==> src/rtl/dsc_pkg.sv <==
package dsc_pkg;
  localparam int unsigned SEG_W = 7;
  typedef logic [SEG_W-1:0] seg_t;
endpackage

==> src/rtl/dsc_edge_det.sv <==
module dsc_edge_det #(
  parameter int unsigned STAGES = 2
) (
  input  logic clk_i,
  input  logic rst_ni,
  input  logic d_i,
  output logic rise_o
);
  logic [STAGES:0] sh_q;

  for (genvar i = 0; i <= STAGES; i++) begin : g_stage
    if (i == 0) begin : g_first
      always_ff @(posedge clk_i or negedge rst_ni)
        if (!rst_ni) sh_q[0] <= 1'b0;
        else         sh_q[0] <= d_i;
    end else begin : g_rest
      always_ff @(posedge clk_i or negedge rst_ni)
        if (!rst_ni) sh_q[i] <= 1'b0;
        else         sh_q[i] <= sh_q[i-1];
    end
  end

  // last stage holds the previous synchronized sample
  assign rise_o = sh_q[STAGES-1] & ~sh_q[STAGES];

  AST_RISE_SINGLE: assert property (@(posedge clk_i) disable iff (!rst_ni)
    rise_o |=> !rise_o);
endmodule

==> src/rtl/dsc_counter.sv <==
module dsc_counter #(
  parameter int unsigned MAX_CNT = 9,
  localparam int unsigned CNT_W = $clog2(MAX_CNT + 1)
) (
  input  logic             clk_i,
  input  logic             rst_ni,
  input  logic             step_i,
  input  logic             clr_i,
  input  logic             hold_i,
  output logic [CNT_W-1:0] cnt_o
);
  logic [CNT_W-1:0] cnt_q, cnt_d;

  always_comb begin
    cnt_d = cnt_q;
    if (clr_i)                     cnt_d = '0;
    else if (hold_i)               cnt_d = cnt_q;
    else if (step_i)               cnt_d = (cnt_q == CNT_W'(MAX_CNT)) ? '0 : cnt_q + 1'b1;
  end

  always_ff @(posedge clk_i or negedge rst_ni)
    if (!rst_ni) cnt_q <= '0;
    else         cnt_q <= cnt_d;

  assign cnt_o = cnt_q;

  AST_CNT_RANGE: assert property (@(posedge clk_i) disable iff (!rst_ni)
    cnt_q <= CNT_W'(MAX_CNT));
  AST_WRAP: assert property (@(posedge clk_i) disable iff (!rst_ni)
    step_i && !clr_i && !hold_i && cnt_q == CNT_W'(MAX_CNT) |=> cnt_q == '0);
  AST_CLR_ZERO: assert property (@(posedge clk_i) disable iff (!rst_ni)
    clr_i |=> cnt_q == '0);
  AST_HOLD_STABLE: assert property (@(posedge clk_i) disable iff (!rst_ni)
    hold_i && !clr_i |=> $stable(cnt_q));
endmodule

==> src/rtl/dsc_seg_dec.sv <==
module dsc_seg_dec
  import dsc_pkg::*;
#(
  parameter int unsigned CNT_W = 4
) (
  input  logic [CNT_W-1:0] digit_i,
  input  logic             en_i,
  output seg_t             seg_o
);
  seg_t raw;

  always_comb begin
    unique case (digit_i)
      CNT_W'(0): raw = 7'h3F;
      CNT_W'(1): raw = 7'h06;
      CNT_W'(2): raw = 7'h5B;
      CNT_W'(3): raw = 7'h4F;
      CNT_W'(4): raw = 7'h66;
      CNT_W'(5): raw = 7'h6D;
      CNT_W'(6): raw = 7'h7D; // tail on a
      CNT_W'(7): raw = 7'h07;
      CNT_W'(8): raw = 7'h7F;
      CNT_W'(9): raw = 7'h6F; // tail on d
      default:   raw = '0;
    endcase
  end

  assign seg_o = en_i ? raw : '0;

  always_comb begin
    AST_BLANK_ZERO: assert (en_i || seg_o == '0);
  end
endmodule

==> src/rtl/decade_seg_counter.sv <==
module decade_seg_counter
  import dsc_pkg::*;
#(
  parameter int unsigned SYNC_STAGES = 2,
  parameter int unsigned MAX_CNT     = 9,
  localparam int unsigned CNT_W      = $clog2(MAX_CNT + 1),
  localparam int unsigned HALF       = (MAX_CNT + 1) / 2
) (
  input  logic       clk_i,
  input  logic       rst_ni,
  input  logic       cnt_clk_i,
  input  logic       clr_i,
  input  logic       hold_i,
  input  logic       disp_en_i,
  output logic [6:0] seg_o,
  output logic       div10_o,
  output logic       not_two_o,
  output logic       en_out_o
);
  logic             rise;
  logic [CNT_W-1:0] cnt;
  seg_t             seg;
  logic             en_q;

  dsc_edge_det #(.STAGES(SYNC_STAGES)) i_edge (
    .clk_i (clk_i),
    .rst_ni(rst_ni),
    .d_i   (cnt_clk_i),
    .rise_o(rise)
  );

  dsc_counter #(.MAX_CNT(MAX_CNT)) i_cnt (
    .clk_i (clk_i),
    .rst_ni(rst_ni),
    .step_i(rise),
    .clr_i (clr_i),
    .hold_i(hold_i),
    .cnt_o (cnt)
  );

  dsc_seg_dec #(.CNT_W(CNT_W)) i_dec (
    .digit_i(cnt),
    .en_i   (disp_en_i),
    .seg_o  (seg)
  );

  always_ff @(posedge clk_i or negedge rst_ni)
    if (!rst_ni) en_q <= 1'b0;
    else         en_q <= disp_en_i;

  assign seg_o     = seg;
  assign div10_o   = (cnt < CNT_W'(HALF));
  assign not_two_o = (cnt != CNT_W'(2));
  assign en_out_o  = en_q;

  AST_EN_ECHO: assert property (@(posedge clk_i) disable iff (!rst_ni)
    1'b1 |=> en_out_o == $past(disp_en_i));
  AST_DIV_FALL: assert property (@(posedge clk_i) disable iff (!rst_ni)
    $fell(div10_o) |-> cnt == CNT_W'(HALF));
  AST_NOT_TWO: assert property (@(posedge clk_i) disable iff (!rst_ni)
    !not_two_o |-> !seg_o[2] || !disp_en_i);
endmodule

==> config.mk <==
export PLATFORM = sky130hd
export DESIGN_NAME = decade_seg_counter
export DESIGN_NICKNAME = d
export VERILOG_FILES = /design/src/rtl/dsc_pkg.sv /design/src/rtl/dsc_edge_det.sv /design/src/rtl/dsc_counter.sv /design/src/rtl/dsc_seg_dec.sv /design/src/rtl/decade_seg_counter.sv
export SDC_FILE = /design/constraint.sdc
export NUM_CORES = 1
export LEC_CHECK = 0
export ABC_AREA = 1
export BUFFER_PORTS_ARGS = -buffer_cell sky130_fd_sc_hd__buf_2
export CORE_AREA = 4 4 41 43
export CTS_BUF_LIST = sky130_fd_sc_hd__clkbuf_2
export CTS_CLUSTER_DIAMETER = 40
export DETAILED_ROUTE_END_ITERATION = 6
export DIE_AREA = 0 0 45 47
export PLACE_DENSITY_LB_ADDON = 0.08
export RECOVER_POWER = 50
export SLEW_MARGIN = 30
export SYNTH_ARGS = -nofsm -noshare
export SYNTH_HDL_FRONTEND = slang
export SYNTH_SLANG_ARGS = --single-unit
==> constraint.sdc <==
create_clock -name clk_i -period 1.7 [get_ports clk_i]
set_input_delay 0.34 -clock clk_i [delete_from_list [all_inputs] [get_ports clk_i]]
set_output_delay 0.34 -clock clk_i [all_outputs]
set_load 0.01 [all_outputs]
==> reports/results.tsv <==
stage	metric	value	unit
timing	Clock Skew	0.008711	ns
power	Final Power	0.3995	mW
setup_path	top cell family by delay on the critical path	flip-flops	
timing	Final min period	1.768	ns
route	Total Wirelength	1.380	mm
route	drt pass-1 iters	2	
setup_path	R2R depth	8	
setup_path	WP data required	1.36	ns
floorplan	core region area	1301	um^2
timing	Slew Viols, Final	0	
global_routing	largest net degree at the start of global routing	11	
clock_network	CTS Sinks	8	
setup_path	cell repeated most along the worst path	nand2_4	
power	part of the power in registers	50.2	%
timing	unrepaired setup endpoints after global routing	true	
route	metal3 WL	80	um
timing	final setup vio count	4	
global_routing	total gr overflow	0	
clock_network	worst skew pair latency	0.25	ns
power	Gate power share	21.1	%
synth	sequential fraction of the synthesis area	34.78	%
setup_path	worst r2r dst	i_cnt.cnt_o[0]	
setup_path	worst reg2reg setup slack	0.41	ns
route	routed vias	545	
timing	Worst Max-Slew Pin Slew	0.4363	ns
setup_path	Setup crit start kind	flop	
timing	slack of the critical path	-0.06835	ns
synth	Distinct cells, synth	20	
power	P_sw	0.1156	mW
synth	Yosys warnings	0	
layout	share of cells above drive strength 1	51.55	%
outcome	status	finished with violations	
timing	Slew HR	70.91	%
hold_path	hold path cells	1	
clock_network	CTS clock-pin slew for the worst setup and hold paths	0.08	ns
power	Leakage	0.4132	nW
route	Met1 Wirelength	611	um
clock_network	clk root buf	clkbuf_2	
setup_path	CP Capture Type	primary output	
layout	fillers	117	
route	post-route ant nets	0	
global_routing	vias in the first global route	507	
hold_path	Hold EP	i_edge.sh_q[0]	
clock_network	CTS tree	built	
floorplan	Die X	45	um
clock_network	Clock Path Buffers	2	
layout	fin area	819.5	um^2
timing	Highest Clock Rate	565.5	MHz
global_routing	Tot GR Track Use	14.52	%
hold_path	Tightest Hold Check Type	in2reg	
setup_path	WP data arrival	1.43	ns
floorplan	die area	2115	um^2
floorplan	starting density of the core	44.23	%
route	routed vias/inst	4.866	
setup_path	Cell Chain, Critical Path	inv_8 -> nand2_4 -> nand2_2 -> nand2_4 -> nor2_1 -> buf_2	
layout	Inserted Diodes	0	
synth	syn_nets	82	
global_routing	initial antenna violation count	0	
setup_path	worst-path cell with the longest stage delay	dfrtp_2	
layout	area delta synth->final	42.39	%
outcome	violated checks	negative setup slack	
route	DRC Markers	0	
power	Clock power frac	28.7	%
power	Pwr Density	487.4	nW/um^2
power	Switching Share	28.94	%
flow_run	Max Cap Violations	0	
route	initial drt markers	3	
setup_path	WS Path Type	reg2out	
floorplan	Cell Rows	13	
synth	Yosys reg bits	8	
global_routing	first-pass GRT wire length	2.145	mm
hold_path	Hold Crit Start	cnt_clk_i	
placed_design	gpl congestion	0.7864	
timing	fin crit share	104.0	%
placed_design	# port buffers	15	
synth	Avg Synthesized Cell Area	8.106	um^2
route	wire per inst	12.32	um
setup_path	launch point of the worst reg-to-reg path	i_cnt.cnt_o[0]	
synth	Syn Inst Count	71	
layout	leading cell type in the layout, fill and taps excluded	nand2_1	
route	max layer used	met4	
placed_design	DPL Wire Length	909	um
setup_path	WP buf/inv	2	
floorplan	Boundary Pins	16	
layout	nets@finish	110	
setup_path	maximum fanout along the worst path	10	
route	met2 wire len	657	um
floorplan	Die Height	47	um
placed_design	area post-placement	669.4	um^2
timing	Hold Vio Cnt, Final	0	
setup_path	CP peak stage delay	0.54	ns
power	Max IR drop VDD	0.4175	mV
layout	most frequent cells in the layout	nand2_1 (15), buf_2 (14), nor2_1 (9)	
clock_network	TritonCTS buffer count	3	
clock_network	H-Tree Depth	1	
synth	synthesized cell area	575.6	um^2
power	internal power component	0.2838	mW
cells in the mapped netlist (all sizes together):
cell type	count	area (um^2)
ha	5	62.56
buf	2	22.52
nor3	1	5.000
a21boi	1	7.510
dfrtp	8	200.2
nor2	14	60.06
o21ai	1	5.000
a211oi	1	7.510
inv	9	41.29
a21oi	3	22.52
nand3	2	22.52
nand3b	1	7.510
nand2	21	98.84
nand4	2	12.51
repair_timing:
| action | in CTS | in global routing |
|---|---|---|
| buffers inserted | 5 | 1 |
| hold endpoints to repair | 8 | 0 |
| resized for setup | 12 | 13 |
| hold buffers | 1 | 0 |
| setup endpoints to repair | 7 | 8 |
| pin swaps | 4 | 5 |
power by group through the flow:
stage	Sequential, mW	Combinational (mW)	Clock (mW)
6_report	0.201	0.0842	0.115
3_5_place_dp	0.204	0.0662	0
2_1_floorplan	0.204	0.0358	0
3_3_place_gp	0.204	0.0656	0
5_1_grt	0.201	0.0935	0.128
4_1_cts	0.200	0.0824	0.116
layer usage:
layer  up-vias  GRT usage [%]
li1        273              -
met1       255          17.28
met2        13          22.88
met3         4          6.897
met4         0          5.263
met5         -              0
flip-flops by register name (all words and copies together) (netlist names):
| signal | cells |
|---|---|
| i_cnt.cnt_o | 4 |
| i_edge.sh_q | 3 |
| en_out_o | 1 |
final cells by class:
class                      count  area, um^2  area share [%]
clock buffer                   3       15.01           1.832
inverter                       9       43.79           5.344
multi-input combinational     52       376.6           45.95
sequential                     8       202.7           24.73
tap                           15       18.77           2.290
timing repair buffer          25       162.7           19.85
kinds of logic after synthesis:
family	share of synthesized area [%]
AOI/OAI and AO/OA	7.391
DFF	34.78
adders and majority gates	10.87
and+or+nand+nor	35.87
buffers and inverters	11.09
how the worst max path moves through the flow:
stage | startpoint | endpoint | slack (ns) | cells after the start
2_1_floorplan | i_cnt.cnt_o[0] | seg_o[3] | 0.22 | 4
3_3_place_gp | i_cnt.cnt_o[0] | seg_o[3] | 0.13 | 5
3_5_place_dp | i_cnt.cnt_o[0] | seg_o[3] | 0.1 | 5
4_1_cts | i_cnt.cnt_o[1] | seg_o[3] | -0.04 | 5
5_1_grt | i_cnt.cnt_o[0] | seg_o[3] | -0.13 | 5
6_report | i_cnt.cnt_o[2] | seg_o[3] | -0.07 | 6
metrics by stage:
stage	setup TNS [ns]	worst slack (ns)	utilization (%)	cells	hold slack (ns)
after global placement	0	0.1285	51.44	102	0.1901
final	-0.08547	-0.06835	62.98	112	0.2020
after CTS	-0.07416	-0.03866	59.71	111	0.1958
after detailed placement	0	0.09848	51.44	102	0.1896
after floorplan	0	0.2165	-	71	0.04441
after global routing	-0.6729	-0.1256	62.98	112	0.1829
Power figures use the tool's default switching activity.
